## src/rtl/irtx_pkg.sv

```systemverilog
package irtx_pkg;

   typedef enum logic [1:0] {
      SER_IDLE  = 2'd0,
      SER_START = 2'd1,
      SER_DATA  = 2'd2,
      SER_STOP  = 2'd3
   } ser_state_e;

   // bit cycle reload value: a divisor of zero is treated as one
   function automatic logic [31:0] reload_of(input logic [31:0] div);
      return (div == 32'd0) ? 32'd0 : div - 32'd1;
   endfunction

endpackage

```

## src/rtl/irtx_serializer.sv

```systemverilog
module irtx_serializer
   import irtx_pkg::*;
#(
   parameter int DATA_W = 8,
   parameter int DIV_W  = 16
) (
   input  logic              clk,
   input  logic              rst_n,
   input  logic [DATA_W-1:0] in_data,
   input  logic              in_valid,
   output logic              in_ready,
   input  logic [DIV_W-1:0]  bit_div,
   output logic              line_o
);

   localparam int IDX_W = (DATA_W > 1) ? $clog2(DATA_W) : 1;
   localparam logic [IDX_W-1:0] LAST_IDX = IDX_W'(DATA_W - 1);

   ser_state_e         state_q;
   logic [DIV_W-1:0]   cyc_q;
   logic [DIV_W-1:0]   reload_q;
   logic [IDX_W-1:0]   idx_q;
   logic [DATA_W-1:0]  shift_q;
   logic [DIV_W-1:0]   reload_in;
   logic               bit_done;

   assign reload_in = DIV_W'(reload_of(32'(bit_div)));
   assign bit_done  = (cyc_q == '0);
   assign in_ready  = (state_q == SER_IDLE);

   always_ff @(posedge clk) begin
      if (!rst_n) begin
         state_q  <= SER_IDLE;
         cyc_q    <= '0;
         reload_q <= '0;
         idx_q    <= '0;
         shift_q  <= '0;
      end else begin
         unique case (state_q)
            SER_IDLE: begin
               if (in_valid) begin
                  shift_q  <= in_data;
                  reload_q <= reload_in;
                  cyc_q    <= reload_in;
                  state_q  <= SER_START;
               end
            end
            SER_START: begin
               if (bit_done) begin
                  cyc_q   <= reload_q;
                  idx_q   <= '0;
                  state_q <= SER_DATA;
               end else begin
                  cyc_q <= cyc_q - 1'b1;
               end
            end
            SER_DATA: begin
               if (bit_done) begin
                  cyc_q   <= reload_q;
                  shift_q <= shift_q >> 1;
                  if (idx_q == LAST_IDX) begin
                     state_q <= SER_STOP;
                  end else begin
                     idx_q <= idx_q + 1'b1;
                  end
               end else begin
                  cyc_q <= cyc_q - 1'b1;
               end
            end
            SER_STOP: begin
               if (bit_done) begin
                  state_q <= SER_IDLE;
               end else begin
                  cyc_q <= cyc_q - 1'b1;
               end
            end
            default: state_q <= SER_IDLE;
         endcase
      end
   end

   always_comb begin
      unique case (state_q)
         SER_START: line_o = 1'b0;
         SER_DATA:  line_o = shift_q[0];
         default:   line_o = 1'b1;
      endcase
   end

endmodule

```

## src/rtl/irtx_carrier.sv

```systemverilog
module irtx_carrier #(
   parameter int PWM_W = 8
) (
   input  logic             clk,
   input  logic             rst_n,
   input  logic             run,
   input  logic [PWM_W-1:0] mod_in,
   input  logic [PWM_W-1:0] cmp_in,
   output logic [PWM_W-1:0] cnt_o,
   output logic [PWM_W-1:0] mod_act_o,
   output logic [PWM_W-1:0] cmp_act_o,
   output logic             wave_o
);

   logic [PWM_W-1:0] cnt_q;
   logic [PWM_W-1:0] mod_q;
   logic [PWM_W-1:0] cmp_q;
   logic             wrap;

   assign wrap = (cnt_q == mod_q);

   always_ff @(posedge clk) begin
      if (!rst_n) begin
         cnt_q <= '0;
         mod_q <= '0;
         cmp_q <= '0;
      end else if (!run) begin
         cnt_q <= '0;
         mod_q <= mod_in;
         cmp_q <= cmp_in;
      end else if (wrap) begin
         cnt_q <= '0;
         mod_q <= mod_in;
         cmp_q <= cmp_in;
      end else begin
         cnt_q <= cnt_q + 1'b1;
      end
   end

   assign wave_o    = run && (cnt_q < cmp_q);
   assign cnt_o     = cnt_q;
   assign mod_act_o = mod_q;
   assign cmp_act_o = cmp_q;

endmodule

```

## src/rtl/irtx_outstage.sv

```systemverilog
module irtx_outstage #(
   parameter bit OUT_REG = 1'b1
) (
   input  logic clk,
   input  logic rst_n,
   input  logic line_i,
   input  logic wave_i,
   input  logic gate_en,
   output logic pin_o,
   output logic wave_pin_o
);

   logic pin_d;
   logic wave_d;

   assign pin_d  = gate_en ? (line_i & wave_i) : line_i;
   assign wave_d = gate_en ? 1'b0 : wave_i;

   if (OUT_REG) begin : g_reg
      logic pin_q;
      logic wave_q;
      always_ff @(posedge clk) begin
         if (!rst_n) begin
            pin_q  <= 1'b1;
            wave_q <= 1'b0;
         end else begin
            pin_q  <= pin_d;
            wave_q <= wave_d;
         end
      end
      assign pin_o      = pin_q;
      assign wave_pin_o = wave_q;
   end else begin : g_comb
      assign pin_o      = pin_d;
      assign wave_pin_o = wave_d;
   end

endmodule

```

## src/rtl/irtx_top.sv

```systemverilog
module irtx_top #(
   parameter int DATA_W  = 8,
   parameter int DIV_W   = 16,
   parameter int PWM_W   = 8,
   parameter bit OUT_REG = 1'b1
) (
   input  logic              clk,
   input  logic              rst_n,
   input  logic [DATA_W-1:0] tx_data,
   input  logic              tx_valid,
   output logic              tx_ready,
   input  logic [DIV_W-1:0]  baud_div,
   input  logic [PWM_W-1:0]  pwm_mod,
   input  logic [PWM_W-1:0]  pwm_cmp,
   input  logic              pwm_en,
   input  logic              mod_en,
   output logic              tx_pin,
   output logic              carrier_pin
);

   if (DATA_W != 8) begin : g_bad_data
      $error("irtx_top: frame format fixes DATA_W at 8");
   end
   if (DIV_W < 1 || DIV_W > 32) begin : g_bad_div
      $error("irtx_top: DIV_W must be 1..32");
   end
   if (PWM_W < 1 || PWM_W > 32) begin : g_bad_pwm
      $error("irtx_top: PWM_W must be 1..32");
   end

   logic             ser_line;
   logic             carrier;
   logic [PWM_W-1:0] pwm_cnt;
   logic [PWM_W-1:0] pwm_mod_act;
   logic [PWM_W-1:0] pwm_cmp_act;

   irtx_serializer #(
      .DATA_W (DATA_W),
      .DIV_W  (DIV_W)
   ) ser_i (
      .clk      (clk),
      .rst_n    (rst_n),
      .in_data  (tx_data),
      .in_valid (tx_valid),
      .in_ready (tx_ready),
      .bit_div  (baud_div),
      .line_o   (ser_line)
   );

   irtx_carrier #(
      .PWM_W (PWM_W)
   ) car_i (
      .clk       (clk),
      .rst_n     (rst_n),
      .run       (pwm_en),
      .mod_in    (pwm_mod),
      .cmp_in    (pwm_cmp),
      .cnt_o     (pwm_cnt),
      .mod_act_o (pwm_mod_act),
      .cmp_act_o (pwm_cmp_act),
      .wave_o    (carrier)
   );

   irtx_outstage #(
      .OUT_REG (OUT_REG)
   ) out_i (
      .clk        (clk),
      .rst_n      (rst_n),
      .line_i     (ser_line),
      .wave_i     (carrier),
      .gate_en    (mod_en),
      .pin_o      (tx_pin),
      .wave_pin_o (carrier_pin)
   );

endmodule

```

## config.mk

```make
export PLATFORM = sky130hd
export DESIGN_NAME = irtx_top
export DESIGN_NICKNAME = d
export VERILOG_FILES = /design/src/rtl/irtx_pkg.sv /design/src/rtl/irtx_serializer.sv /design/src/rtl/irtx_carrier.sv /design/src/rtl/irtx_outstage.sv /design/src/rtl/irtx_top.sv
export SDC_FILE = /design/constraint.sdc
export NUM_CORES = 1
export LEC_CHECK = 0
export ABC_AREA = 0
export BUFFER_PORTS_ARGS = -buffer_cell sky130_fd_sc_hd__clkbuf_2
export CAP_MARGIN = 30
export CELL_PAD_IN_SITES_DETAIL_PLACEMENT = 1
export CELL_PAD_IN_SITES_GLOBAL_PLACEMENT = 1
export CORE_UTILIZATION = 47
export DETAILED_ROUTE_END_ITERATION = 6
export PLACE_DENSITY_LB_ADDON = 0.25
export SYNTH_ARGS = -nofsm -noshare
export SYNTH_HDL_FRONTEND = slang
export SYNTH_SLANG_ARGS = --single-unit
```

## constraint.sdc

```tcl
create_clock -name clk -period 5.4 [get_ports clk]
set_input_delay 0.27 -clock clk [delete_from_list [all_inputs] [get_ports clk]]
set_output_delay 0.27 -clock clk [all_outputs]
set_load 0.005 [all_outputs]
```

==> results.cfg <==
[status]
status = finished clean

[synthesis]
syn_area_um2 = 4190
synth-seq-cells = 71
ys_types = 64
ys.flop_type = dfxtp_1
netlist_instances = 527
synth_edf_count = 0
synth_area_per_cell_um2 = 7.95
yosysWarnings = 0
yosysSeqAreaShare_pct = 33.9
async_flop_share_pct = 0
syn_nets = 590

[cells_and_area]
diodes = 0
final_common_cell = dfxtp_1
num-fill-cells = 1125
finish.utilization_pct = 53.6
design_area_um2 = 4650
drive_gt1_share_pct = 14.3
nNetsFinal = 623
final_cell_mix = dfxtp_1 (71), nand2_1 (59), nor2_1 (55)
area_delta_synth_final_pct = 11.0

[timing]
finalSetupViolCount = 0
whs_ps = 98.9
final.period_utilization_pct = 51.3
slew_viol_final = 0
rsz0062_at_grt = false
final_period_minus_worst_setup_slack_ps = 2770
setup_tns_ps = 0
hold_viol = 0
max_slew.worst_pin.slew_ps = 753
slew_headroom_pct = 49.8
max_freq_mhz = 361
clock_skew_ps = 12.6
setup_slack_ps = 2630

[power]
powerDensity_nw_per_um2 = 495
p_leak_nw = 1.82
ir_drop_uv = 185

[floorplanning]
die-width_um = 96.4
initial_core_util_pct = 48.3
coreArea_um2 = 8680
num_io_pins = 48
die_area_um2 = 9300
num_rows = 34
die_h_um = 96.4

[cts]
numCtsBuffers = 9
cts_resized = 0
cts_root_buffer = clkbuf_8
path_clk_slew_ps = 90
cts_sinks = 71
post_cts_buffers = 0
tritoncts = built
htreeDepth = 3
hold_buffers = 0
clk_latency_ps = 360
max-clock-path-buffers = 2

[setup_path]
crit_arrival_ps = 3050
path_class = reg2reg
end_kind = flip-flop
start_kind = flip-flop
cp_max_fo = 16
required_ps = 5680

[global_route]
first_global_vias = 3818
antenna_found_initial = 0
grt_overflow = 0
track_usage_pct = 27.2
grt_max_degree = 48
grt_pass1_wl_um = 19200

[placement]
portBuffers = 47
pre_cts_slack_ps = 2630
place_hpwl_um = 8720
place_area_um2 = 4470
gp_congestion = 0.814

[routing]
first_pass_iters = 4
wl_per_cell_um = 17.8
drt-initial-drc-count = 200
drc_errors = 0
final_antenna_net_count = 0
vias = 3923
via_per_inst = 5.83
finalWirelength_um = 12000

[job]
maxCapViolations = 0

[min_path]
hold_path_class = in2reg
==> critical path, stage by stage (launching register included) <==
cell and delay [ps]:
dfxtp_1 340, inv_1 120, ha_1 190, nor4b_2 480, nand2_1 490, a211oi_4 720, nor2_1 110, a211oi_1 250
==> synthesized netlist by cell type (3+ instances only) <==
cell type,n,area share [%]
a211oi_1,16,2.9
a21oi_1,45,5.4
a31oi_1,6,0.90
and2_1,3,0.45
and3_1,5,0.75
buf_2,3,0.36
clkbuf_1,25,2.2
dfxtp_1,71,34
ha_1,18,5.4
inv_1,16,1.4
mux2i_1,12,2.9
nand2_1,59,5.3
nand2b_1,3,0.45
nand3_1,29,3.5
nand4_1,7,1.0
nor2_1,55,4.9
nor2b_1,5,0.75
nor3_1,16,1.9
nor3b_1,5,0.90
nor4_4,3,1.5
o211a_1,3,0.72
o211ai_1,3,0.54
o21a_1,6,1.1
o21ai_0,29,3.5
o21ai_1,3,0.36
o22ai_1,3,0.45
or3_1,3,0.45
xnor2_1,17,3.6
xor2_1,14,2.9
==> routing by layer <==
layer,vias to the layer above,wire length (um),part of all wire (%),global-route usage [%]
met1,1880,5910,49,39.0
met5,-,0,0,0
met2,82,5360,45,42.1
li1,1948,-,-,-
met4,0,132,1.1,7.72
met3,13,558,4.7,4.54
==> area by class of cell <==
| cell class | count | area, um^2 | area share [%] |
|---|---|---|---|
| Multi-Input combinational cell | 408 | 2570 | 55.3 |
| Sequential cell | 71 | 1420 | 30.5 |
| Timing Repair Buffer | 52 | 273 | 5.86 |
| Clock buffer | 10 | 138 | 2.96 |
| Tap cell | 108 | 135 | 2.90 |
| Inverter | 18 | 67.6 | 1.45 |
| Clock inverter | 6 | 45.0 | 0.968 |
==> power by group <==
part           switching [mW]  internal [mW]  leakage [nW]
Sequential              0.126          0.645         0.585
Combinational           0.710          0.424          1.14
Clock                   0.218          0.181        0.0902
Total                    1.05           1.25          1.82
==> logic make-up (layout without fill, tap and decap cells) <==
group / count (synthesis) / count (layout) / synth area share (%)
compound gates: 137 / 137 / 21.0
xor+xnor: 31 / 31 / 6.48
fa+ha+maj: 18 / 18 / 5.37
buf+inv: 48 / 86 / 4.66
flops: 71 / 71 / 33.9
mux: 13 / 13 / 3.14
simple gates: 209 / 209 / 25.4
==> worst paths after layout <==
kind | startpoint | endpoint | slack (ps) | cells past startpoint
min reg2reg | ser_i.idx_q[2] | ser_i.idx_q[2] | 460 | 2
max reg2reg | ser_i.cyc_q[0] | ser_i.shift_q[5] | 2630 | 7
min | mod_en | out_i.wave_pin_o | 100 | 2
max | ser_i.cyc_q[0] | ser_i.shift_q[5] | 2630 | 7
==> metrics by stage <==
stage	instances	total power [mW]
6_report	673	2.30
5_1_grt	673	2.48
4_1_cts	673	2.30
3_5_place_dp	657	1.90
3_3_place_gp	657	1.85
2_1_floorplan	527	1.60
==> state kept, by name, summed over array words and instances (netlist names) <==
signal and flops:
car_i.cmp_act_o 8, car_i.cnt_o 8, car_i.mod_act_o 8, out_i.pin_o 1, out_i.wave_pin_o 1, ser_i.cyc_q 16
ser_i.idx_q 3, ser_i.reload_q 16, ser_i.shift_q 8, ser_i.state_q 2
Power figures use the tool's default switching activity.
